## config.mk

```make
export PLATFORM = sky130hd
export DESIGN_NAME = byte_latched_timer
export DESIGN_NICKNAME = d
export VERILOG_FILES = /design/src/rtl/tmr_pkg.sv /design/src/rtl/tmr_ctrl.sv /design/src/rtl/tmr_counter.sv /design/src/rtl/tmr_readlatch.sv /design/src/rtl/byte_latched_timer.sv
export SDC_FILE = /design/constraint.sdc
export NUM_CORES = 1
export LEC_CHECK = 0
export BUFFER_PORTS_ARGS = -buffer_cell sky130_fd_sc_hd__buf_2
export CORE_MARGIN = 2
export CORE_UTILIZATION = 55
export DETAILED_ROUTE_END_ITERATION = 12
export GPL_TIMING_DRIVEN = 0
export HOLD_SLACK_MARGIN = 0.12
export PLACE_DENSITY = 0.75
export SETUP_SLACK_MARGIN = 0.15
export SLEW_MARGIN = 20
export SYNTH_ARGS = -nofsm -noshare
export SYNTH_HDL_FRONTEND = slang
export SYNTH_SLANG_ARGS = --single-unit
```

## constraint.sdc

```tcl
create_clock -name clk -period 2.5 [get_ports clk]
set_clock_uncertainty 0.05 [all_clocks]
set_input_delay 0.25 -clock clk [delete_from_list [all_inputs] [get_ports clk]]
set_output_delay 0.25 -clock clk [all_outputs]
set_load 0.02 [all_outputs]
```

## src/rtl/tmr_pkg.sv

```systemverilog
package tmr_pkg;
   localparam int TMR_ADDR_W = 3;
   localparam int TMR_LANES  = 2;
   localparam int CTRL_EN_BIT   = 0;
   localparam int CTRL_FLAG_BIT = 1;

   typedef enum logic [TMR_ADDR_W-1:0] {
      REG_CNT_LO = 3'd0,
      REG_CNT_HI = 3'd1,
      REG_REL_LO = 3'd2,
      REG_REL_HI = 3'd3,
      REG_CTRL   = 3'd4
   } tmr_reg_e;
endpackage

```

## src/rtl/tmr_ctrl.sv

```systemverilog
module tmr_ctrl (
   input  logic clk,
   input  logic rst_n,
   input  logic ctrl_wr,
   input  logic ctrl_wbit,
   input  logic ctrl_rd,
   input  logic cnt_rd,
   input  logic zero_evt,
   output logic run_en,
   output logic flag
);
   logic armed;

   always_ff @(posedge clk or negedge rst_n) begin
      if (!rst_n) begin
         run_en <= 1'b0;
         flag   <= 1'b0;
         armed  <= 1'b0;
      end else begin
         if (ctrl_wr) run_en <= ctrl_wbit;
         if (zero_evt)
            flag <= 1'b1;
         else if (cnt_rd && armed)
            flag <= 1'b0;
         if (ctrl_rd)
            armed <= flag;
         else if (cnt_rd)
            armed <= 1'b0;
      end
   end

   assert_flag_sets_R5: assert property (@(posedge clk) disable iff (!rst_n)
      zero_evt |=> flag);
   assert_flag_clears_R8: assert property (@(posedge clk) disable iff (!rst_n)
      armed && cnt_rd && !zero_evt |=> !flag);
   assert_flag_sticky_R8: assert property (@(posedge clk) disable iff (!rst_n)
      flag && !(armed && cnt_rd) |=> flag);
   assert_enable_write_R9: assert property (@(posedge clk) disable iff (!rst_n)
      ctrl_wr |=> run_en == $past(ctrl_wbit));
endmodule

```

## src/rtl/tmr_counter.sv

```systemverilog
module tmr_counter #(
   parameter int DATA_W = 8,
   parameter int LANES  = 2,
   localparam int CW    = DATA_W * LANES
) (
   input  logic              clk,
   input  logic              rst_n,
   input  logic              run_en,
   input  logic              tick,
   input  logic [LANES-1:0]  cnt_wr,
   input  logic [LANES-1:0]  rel_wr,
   input  logic [DATA_W-1:0] wdata,
   output logic [CW-1:0]     count,
   output logic [CW-1:0]     reload,
   output logic              zero_evt
);
   assign zero_evt = run_en && tick && (count == '0);

   generate
      for (genvar g = 0; g < LANES; g++) begin : g_rel_lane
         logic [DATA_W-1:0] rel_q;
         always_ff @(posedge clk or negedge rst_n) begin
            if (!rst_n)        rel_q <= '1;
            else if (rel_wr[g]) rel_q <= wdata;
         end
         assign reload[g*DATA_W +: DATA_W] = rel_q;
      end
   endgenerate

   always_ff @(posedge clk or negedge rst_n) begin
      if (!rst_n) begin
         count <= '1;
      end else if (zero_evt) begin
         count <= reload;
      end else if (run_en && tick) begin
         count <= count - 1'b1;
      end else if (!run_en) begin
         for (int l = 0; l < LANES; l++)
            if (cnt_wr[l]) count[l*DATA_W +: DATA_W] <= wdata;
      end
   end

   assert_decrement_R4: assert property (@(posedge clk) disable iff (!rst_n)
      run_en && tick && count != '0 |=> count == $past(count) - 1'b1);
   assert_hold_when_idle_R4: assert property (@(posedge clk) disable iff (!rst_n)
      run_en && !tick |=> $stable(count));
   assert_reload_R5: assert property (@(posedge clk) disable iff (!rst_n)
      zero_evt |=> count == $past(reload));
   assert_stopped_stable_R6: assert property (@(posedge clk) disable iff (!rst_n)
      !run_en && cnt_wr == '0 |=> $stable(count));
endmodule

```

## src/rtl/tmr_readlatch.sv

```systemverilog
module tmr_readlatch
   import tmr_pkg::*;
#(
   parameter int DATA_W = 8,
   localparam int CW    = DATA_W * TMR_LANES
) (
   input  logic                  clk,
   input  logic                  rst_n,
   input  logic                  lo_rd,
   input  logic [TMR_ADDR_W-1:0] addr,
   input  logic [CW-1:0]         count,
   input  logic [CW-1:0]         reload,
   input  logic                  run_en,
   input  logic                  flag,
   output logic [DATA_W-1:0]     rdata
);
   logic [DATA_W-1:0] hold;

   always_ff @(posedge clk or negedge rst_n) begin
      if (!rst_n)     hold <= '1;
      else if (lo_rd) hold <= count[CW-1 -: DATA_W];
   end

   always_comb begin
      rdata = '0;
      case (addr)
         REG_CNT_LO: rdata = count[DATA_W-1:0];
         REG_CNT_HI: rdata = hold;
         REG_REL_LO: rdata = reload[DATA_W-1:0];
         REG_REL_HI: rdata = reload[CW-1 -: DATA_W];
         REG_CTRL: begin
            rdata[CTRL_EN_BIT]   = run_en;
            rdata[CTRL_FLAG_BIT] = flag;
         end
         default: rdata = '0;
      endcase
   end

   assert_capture_R2: assert property (@(posedge clk) disable iff (!rst_n)
      lo_rd |=> hold == $past(count[CW-1 -: DATA_W]));
   assert_hold_kept_R3: assert property (@(posedge clk) disable iff (!rst_n)
      !lo_rd |=> $stable(hold));
endmodule

```

## src/rtl/byte_latched_timer.sv

```systemverilog
module byte_latched_timer
   import tmr_pkg::*;
#(
   parameter int DATA_W = 8
) (
   input  logic                  clk,
   input  logic                  rst_n,
   input  logic                  tick,
   input  logic [TMR_ADDR_W-1:0] bus_addr,
   input  logic                  bus_rd,
   input  logic                  bus_wr,
   input  logic [DATA_W-1:0]     bus_wdata,
   output logic [DATA_W-1:0]     bus_rdata,
   output logic                  zero_flag
);
   localparam int CW = DATA_W * TMR_LANES;

   generate
      if (DATA_W < 2) begin : g_bad_width
         $error("DATA_W must hold the enable and flag bits");
      end
   endgenerate

   logic [TMR_LANES-1:0] cnt_wr, rel_wr;
   logic                 ctrl_wr, ctrl_rd, cnt_rd, lo_rd;
   logic                 run_en, zero_evt;
   logic [CW-1:0]        count, reload;

   always_comb begin
      cnt_wr  = {bus_wr && bus_addr == REG_CNT_HI, bus_wr && bus_addr == REG_CNT_LO};
      rel_wr  = {bus_wr && bus_addr == REG_REL_HI, bus_wr && bus_addr == REG_REL_LO};
      ctrl_wr = bus_wr && bus_addr == REG_CTRL;
      ctrl_rd = bus_rd && bus_addr == REG_CTRL;
      lo_rd   = bus_rd && bus_addr == REG_CNT_LO;
      cnt_rd  = lo_rd || (bus_rd && bus_addr == REG_CNT_HI);
   end

   tmr_ctrl i_ctrl (
      .clk(clk), .rst_n(rst_n), .ctrl_wr(ctrl_wr),
      .ctrl_wbit(bus_wdata[CTRL_EN_BIT]), .ctrl_rd(ctrl_rd), .cnt_rd(cnt_rd),
      .zero_evt(zero_evt), .run_en(run_en), .flag(zero_flag)
   );

   tmr_counter #(.DATA_W(DATA_W), .LANES(TMR_LANES)) i_counter (
      .clk(clk), .rst_n(rst_n), .run_en(run_en), .tick(tick),
      .cnt_wr(cnt_wr), .rel_wr(rel_wr), .wdata(bus_wdata),
      .count(count), .reload(reload), .zero_evt(zero_evt)
   );

   tmr_readlatch #(.DATA_W(DATA_W)) i_latch (
      .clk(clk), .rst_n(rst_n), .lo_rd(lo_rd), .addr(bus_addr),
      .count(count), .reload(reload), .run_en(run_en), .flag(zero_flag),
      .rdata(bus_rdata)
   );
endmodule

```

# After elaboration in Yosys (flattened, before gate mapping)
# Index checks and enable logic that the tools add are counted.
# classes
addsub,1
eq_ne,5
muxes,11
n_reduce_logical,20
# ops
op,count
$mux W16,3
$pmux W6 S4,1
$logic_not A16 Y1,1
$mux W8,2
$sub A16 B1 Y16 const B,1
$logic_and A1 B1 Y1,11
$pmux W2 S5,1
$eq A3 B2 Y1 const B,2
$reduce_bool A3 Y1,2
$mux W1,4
$reduce_and A2 Y1,2
$reduce_bool A2 Y1,2
$eq A3 B1 Y1 const B,1
$eq A3 B3 Y1 const B,1
$logic_not A3 Y1,1
$ne A3 B1 Y1 const B,1
$logic_or A1 B1 Y1,1
# totals
ff_bits,43
elab_cells,45
inputBits,16
output_inout_bits,9

# Longest topological paths before layout
# Gate-level depths: netlist of the first run.
# logic_depth
word_depth,6
mapped_depth,9

# Modules after synthesis
# From an unflattened synthesis of the first run, not the netlist that was laid out.
# unflattened
hier_cells,243
hier_area_um2,2660.1
# by_module_without_submodules
mod,area_per_inst_um2,n_inst,cells_each
tmr_counter,1850.5,1,180
tmr_readlatch,609.3,1,46
tmr_ctrl,116.4,1,9
byte_latched_timer,83.8,1,8

# Worst setup path after synthesis of the first run
# OpenSTA, ideal clock, no wires.
# synth_path
kind,register -> register
start,register i_counter.count[0]
end,register i_counter.count[8]
synth_period_minus_slack_ns,1.984
t_arrival_ns,1.857
path_stages_with_launch,9
setup_ns,0.077
n_path_buf,1
path_slack_ns,0.516
t_required_ns,2.373
cell_sequence,dfstp_2 inv_1 ha_1 or3b_1 clkbuf_1 nor3_1 xnor2_1 a211o_1 a31oi_1
# synth_via
elab_chain_len,4
word_cells_on_any_way,8
classes_between,1 x add/sub; 1 x eq/ne; 2 x mux; 4 x reduce/logical
# synth_rtl
element,line_no,rtl
start: declaration,tmr_counter.sv:13,"output logic [CW-1:0] count,"
start signal: assignment,tmr_counter.sv:34,count <= reload;
start signal: assignment,tmr_counter.sv:36,count <= count - 1'b1;
start signal: indexed assignment,tmr_counter.sv:39,if (cnt_wr[l]) count[l*DATA_W +: DATA_W] <= wdata;
"parallel branches: the longest is 4 deep, another holds $sub A16 B1 Y16",--,
# Parallel ways; which one is timed is not known.
# A chain may end at the register's enable or synchronous reset.

# Worst setup path after layout of the first run
# Ends and elaborated chain as after synthesis.

==> run metrics, run 1 <==
status complete, no violations; Root Buffer clkbuf_8; RD Place Congestion 0.959; Yosys warnings 0; worst path cell trace inv_1 -> ha_1 -> or3b_1 -> clkbuf_1 -> nor3_1 -> xnor2_1 -> a211o_1 -> a31oi_1; CTS Buffer Depth 2; drt via density 5.94; fin. max-slew vios 0; Fmax 0.443 GHz; Post-synth EDFFs 0; clk slew on worst S/H paths 80 ps; Port-buffer cells 21; Syn Nets 264; register area 1130 µm²; MaxCap Viol Count 0; register area share after synthesis 42.0%; power consumption 0.00259 W; Area Overhead vs Synth 12.2%; Die Y 73.8 µm; fin crit share 90.3%; DR pass1 iterations 4; GRT Util Overall 25.2%; final hold vios 0; clk sinks 43; Critical Path Start Type flop; commonest cells after routing, fill and taps aside dfstp_2 (40), nand2_1 (27), mux2_2 (24), nor2_1 (24), buf_2 (23); crit-path max FO 6; Initial Util 56.7%; TritonCTS clock tree yes; Max H-tree Level 2; grt ovf 0; vias in the first global route 2041; Std-Cell Rows 25; Synth Register Bits 43; io pins 25; initial antenna violation count 0; unrepaired setup endpoints after global routing false; WL per Instance 18.1 µm; clock buffer count from CTS 5; layout cell share with drive strength beyond 1 44.2%; # DRC 0; Relative slew margins 29.3%; # fillers 380; vias 2037; ys async rst share 100%; first-pass GRT wire length 10100 µm; area of the multi-input gates 1440 µm²; Routed Antenna Nets 0; Die W 73.8 µm; Worst Path Required 2680 ps; ys flop type dfstp_2; Core Region 4720 µm²; Final min period 2260 ps; worst skew pair latency 300 ps; synthesized cell area 2680 µm²; nets@finish 293; Non-Filler Instances 343; postcts setup bufs 0; WHS 164 ps; DIE AREA 5450 µm²; delay of the slowest critical-path stage 590 ps; HP Class primary input to flop; Final HPWL DP 4350 µm; leak pwr 1.18 nW; largest net degree at the start of global routing 44; synthesized instance count 246; Unique masters post-synth 47; Worst Tran Pin Value 1060 ps; crit end category flop; ANT cells 0; Worst Setup Path Type flop to flop; CP max-delay cell dfstp_2; Power Density 863 nW/µm²; most common cell after layout, fill and taps aside dfstp_2; DR iter-0 viols 147; mean cell area of the mapped netlist 10.9 µm²; placed insts 334; maximum vdd ir drop 396 µV; DRT Wirelength 6210 µm; critical path arrival 2430 ps; final setup fails 0; Setup TNS Final 0 ps
logic make-up (layout without fill, tap and decap cells):
kind of cell    count (synthesis)  after routing  synth area share, %
buf+inv                        23             53                 4.76
xor+xnor                       12             12                 3.92
flops                          43             43                 42.0
mux                            36             36                 18.0
fa+ha+maj                       2              2                0.934
simple gates                   86             86                 18.4
compound gates                 44             44                 12.0
synth_stat cells (3+ instances only):
cell / number / share of area (%)
dfstp_2: 40 / 39
nor2_1: 24 / 3.4
mux2_2: 24 / 10
nor4_2: 4 / 1.9
nand2_1: 27 / 3.8
dfrtp_1: 3 / 2.8
inv_1: 5 / 0.70
mux4_2: 6 / 5.0
a31oi_1: 14 / 3.3
o21ai_0: 4 / 0.75
o31ai_1: 3 / 0.84
xnor2_1: 11 / 3.6
nor3_1: 4 / 0.75
and2_1: 8 / 1.9
mux2i_1: 5 / 1.9
a211o_1: 10 / 3.3
a21oi_1: 4 / 0.75
clkbuf_1: 11 / 1.5
layout make-up:
| type | count | area share [%] |
|---|---|---|
| Buffer | 18 | 3.66 |
| Timing Repair Buffer | 22 | 3.83 |
| Sequential cell | 43 | 37.5 |
| Tap cell | 67 | 2.79 |
| Inverter | 5 | 0.624 |
| Clock inverter | 2 | 1.17 |
| Multi-Input combinational cell | 180 | 47.7 |
| Clock buffer | 6 | 2.75 |
final timing paths:
| path | slack (ps) | startpoint | cells past startpoint | to |
|---|---|---|---|---|
| worst max-delay path | 240 | i_counter.count[0]$_DFFE_PN1P_ | 8 | i_counter.count[8]$_DFFE_PN1P_ |
| max in group asynchronous | 1260 | rst_n | 2 | i_ctrl.flag$_DFFE_PN0P_ |
| min in group asynchronous | 570 | rst_n | 2 | i_ctrl.run_en$_DFFE_PN0P_ |
| worst min-delay path | 160 | bus_wdata[4] | 2 | i_counter.g_rel_lane[1].rel_q[4]$_DFFE_PN1P_ |
| worst min register to register | 450 | i_counter.g_rel_lane[1].rel_q[5]$_DFFE_PN1P_ | 2 | i_counter.count[13]$_DFFE_PN1P_ |
| worst max register to register | 240 | i_counter.count[0]$_DFFE_PN1P_ | 8 | i_counter.count[8]$_DFFE_PN1P_ |
sequential cells by signal (all words and copies together) (netlist names):
| signal | count |
|---|---|
| i_ctrl.armed | 1 |
| i_ctrl.flag | 1 |
| i_counter.g_rel_lane.rel_q | 16 |
| i_latch.hold | 8 |
| i_counter.count | 16 |
| i_ctrl.run_en | 1 |
power breakdown:
part	leakage [nW]	internal [W]	switching, W
Sequential	0.461	0.00106	0.000228
Combinational	0.662	0.000389	0.000360
Clock	0.0612	0.000323	0.000235
Total	1.18	0.00177	0.000824
through the flow:
step                util, %  worst slack (ps)  instance area, µm²
finish                 63.7               243                3010
global route           63.7               155                3010
CTS                    63.6               195                3010
detailed placement     60.9               197                2880
global placement       60.7               256                2870
floorplan                 -               516                2680
metal layers:
layer	share of wire [%]	wire [µm]	track usage [%]
met1	44	2750	32.5
met2	48	2990	41.2
met3	4.6	283	4.12
met4	2.9	183	12.1
met5	0	0	0
critical path: cells and delay by family (launching register included):
| kind | cells | cell delay, ps |
|---|---|---|
| XOR/XNOR | 1 | 140 |
| buffers and inverters | 2 | 420 |
| adder cells (fa/ha/maj) | 1 | 240 |
| flip-flops | 1 | 590 |
| AO/OA/AOI/OAI | 2 | 480 |
| AND/OR/NAND/NOR | 2 | 280 |
what timing repair did:
| item | CTS | global route |
|---|---|---|
| hold buffers | 1 | 0 |
| gates resized for setup | 0 | 2 |
| setup endpoints to repair | 0 | 3 |
| hold endpoints to repair | 3 | 0 |
(Power assumes the default switching activity.)
==> inputs of run 2 (changes only) <==
- SYNTH_HIERARCHICAL: default -> 1
==> run metrics, run 2 <==
ys flop type dfstp_2; DP Worst Slack 78.9 ps (-118 ps); Initial Util 56.7% (about the same); CP most frequent cell a21oi_1; grt ovf 0 (unchanged); Final HPWL DP 4310 µm (-1.1%); Synth Register Bits 43 (unchanged); GRT Util Overall 26.5% (+1.3 points); WL per Instance 19.5 µm (+7.9%); drt via density 6.26 (+5.4%); worst flop-to-flop path endpoint i_counter/count[15]$_DFFE_PN1P_; Yosys warnings 6 (+6); worst path cell trace inv_1 -> ha_2 -> or4b_1 -> buf_4 -> nor3_4 -> nand2_2 -> inv_4 -> buf_8 -> a21oi_1 -> a21oi_1; MaxCap Viol Count 0 (unchanged); Post-synth EDFFs 0 (unchanged); fin. max-slew vios 0 (unchanged); Die Y 73.5 µm (-0.35%); Relative slew margins 38.0% (+8.7 points); unrepaired setup endpoints after global routing false; Area Overhead vs Synth 11.6%; hold path endpoint i_counter/g_rel_lane[0].rel_q[7]$_DFFE_PN1P_; register-to-register setup slack 280 ps (+40 ps); CP max-delay cell or4b_1; Unique masters post-synth 59 (+26%); io pins 25 (unchanged); DR iter-0 viols 157 (+6.8%); HP Class primary input to flop; first-pass GRT wire length 10500 µm (+4.0%); Setup TNS Final 0 ps (unchanged); clock buffer count from CTS 5 (unchanged); R2R cell count 10 (+2); Regs by FF count i_counter/count x16, i_counter/g_rel_lane.rel_q x16, i_latch/hold x8; post-synth top area cell dfstp_2; DRT Wirelength 6470 µm (+4.1%); vias 2072 (+1.7%); Worst Setup Path Type flop to flop; Worst Tran Pin Value 930 ps (-127 ps); critical path arrival 2390 ps (-40 ps); Core Region 4690 µm² (-0.66%); worst skew pair latency 300 ps (about the same); nets@finish 293 (unchanged); ANT cells 0 (unchanged); crit-path max FO 10 (+4); most common cell after layout, fill and taps aside dfstp_2; Worst Slack Setup Final 282 ps (+38.1 ps); register area share after synthesis 42.3% (+0.32 points); clk sinks 43 (unchanged); clk slew on worst S/H paths 90 ps (about the same); TritonCTS clock tree yes; DR pass1 iterations 4 (unchanged); final hold vios 0 (unchanged); ys async rst share 100% (unchanged); post-synth top area share 39.5% (+0.30 points); initial antenna violation count 0 (unchanged); status complete, no violations; delay of the slowest critical-path stage 440 ps (-150 ps); commonest cells after routing, fill and taps aside dfstp_2 (40), buf_2 (26), mux2_2 (25), nor2_1 (21), nand2_1 (15); fin crit share 88.7% (-1.5 points); maximum vdd ir drop 446 µV (+13%); synthesized cell area 2660 µm² (-0.75%); CTS Buffer Depth 2 (unchanged); final setup fails 0 (unchanged); Hold Crit Start bus_wdata[7]; Worst Path Required 2680 ps (about the same); Critical Path Start Type flop; synthesized instance count 243 (-1.2%); crit end category flop; Final min period 2220 ps (-38.1 ps); Power Density 857 nW/µm² (-0.69%); WHS Path Cells 2 (unchanged); Syn Nets 260 (-1.5%); Die W 73.5 µm (-0.35%); # DRC 0 (unchanged); top post-synthesis cells by area dfstp_2 (40%), mux2_2 (11%), mux4_2 (3.4%); largest net degree at the start of global routing 44 (unchanged); count leader, synth dfstp_2; vias in the first global route 2032 (-0.44%); Final Util 63.3% (-0.38 points); RD Place Congestion 0.916 (-4.5%); Max H-tree Level 2 (unchanged); Routed Antenna Nets 0 (unchanged); layout cell share with drive strength beyond 1 46.2% (+2.0 points); DIE AREA 5410 µm² (-0.70%); Root Buffer clkbuf_8; mean cell area of the mapped netlist 10.9 µm² (+0.48%); Std-Cell Rows 25 (unchanged); Port-buffer cells 24 (+14%); top cells by count, synth dfstp_2 (40), mux2_2 (25), nor2_1 (21); Fmax 0.451 GHz (+1.7%); leak pwr 1.17 nW (-1.4%); reg2reg start i_counter/count[1]$_DFFE_PN1P_
[run 2: metal layers]
layer	GRT usage (%)	part of all wire, %	vias to the layer above	wire length (µm)
met2	40.5	48	65	3080
met1	36.6	45	1026	2940
met4	11.5	1.4	0	91
met5	0	0	-	0
met3	5.21	5.6	8	361
li1	-	-	973	-
[run 2: worst max-delay path by stage]
stage          depth (start not counted)  slack, ps                               to                      startpoint
2_1_floorplan                         10        400   i_counter/count[0]$_DFFE_PN1P_  i_counter/count[1]$_DFFE_PN1P_
3_3_place_gp                          10        130  i_counter/count[15]$_DFFE_PN1P_  i_counter/count[0]$_DFFE_PN1P_
3_5_place_dp                          10         80  i_counter/count[15]$_DFFE_PN1P_  i_counter/count[1]$_DFFE_PN1P_
4_1_cts                               10        180  i_counter/count[15]$_DFFE_PN1P_  i_counter/count[1]$_DFFE_PN1P_
5_1_grt                               10        180  i_counter/count[11]$_DFFE_PN1P_  i_counter/count[1]$_DFFE_PN1P_
6_report                              10        280  i_counter/count[15]$_DFFE_PN1P_  i_counter/count[1]$_DFFE_PN1P_
[run 2: cells by family (layout without fill, tap and decap cells)]
| kind of cell | after synthesis | in the layout | share of synthesized area [%] |
|---|---|---|---|
| multiplexers | 34 | 34 | 17.3 |
| buffers and inverters | 20 | 54 | 3.95 |
| AO/OA/AOI/OAI | 52 | 52 | 13.2 |
| adder cells (fa/ha/maj) | 1 | 1 | 0.470 |
| XOR/XNOR | 9 | 9 | 2.96 |
| flip-flops | 43 | 43 | 42.3 |
| AND/OR/NAND/NOR | 84 | 84 | 19.8 |
[run 2: power breakdown]
part / total [W] / internal (W) / switching [W]
Combinational: 0.000778 / 0.000404 / 0.000374
Clock: 0.000448 / 0.000195 / 0.000254
Sequential: 0.00132 / 0.00108 / 0.000238
[run 2: critical path: cells and delay by family, from the launching register on]
family / cells / cell delay (ps)
AND/OR/NAND/NOR: 3 / 710
buffers and inverters: 4 / 520
flip-flops: 1 / 400
AO/OA/AOI/OAI: 2 / 250
adder cells (fa/ha/maj): 1 / 200
[run 2: through the flow]
step	area (µm²)	hold WS (ps)	total power, W	instances
floorplan	2660	-95.6	0.00185	243
CTS	2950	143	0.00255	331
global placement	2850	388	0.00205	321
detailed placement	2850	390	0.00209	321
global route	2970	162	0.00271	331
finish	2970	148	0.00254	331
[run 2: cell type report]
| type | count | area [µm²] |
|---|---|---|
| timing repair buffer | 26 | 138 |
| clock inverter | 3 | 20.0 |
| sequential | 43 | 1130 |
| inverter | 5 | 21.3 |
| multi-input combinational | 180 | 1440 |
| tap | 54 | 67.6 |
| buffer | 15 | 90.1 |
| fill | 375 | 1720 |
| clock buffer | 5 | 68.8 |
[run 2: what timing repair did]
item / 4_1_cts / 5_1_grt
endpoints found under the setup margin: 13 / 16
endpoints found under the hold margin: 3 / 0
gates resized for setup: 0 / 5
pin swaps: 0 / 2
setup buffers: 1 / 0
hold buffers: 1 / 0
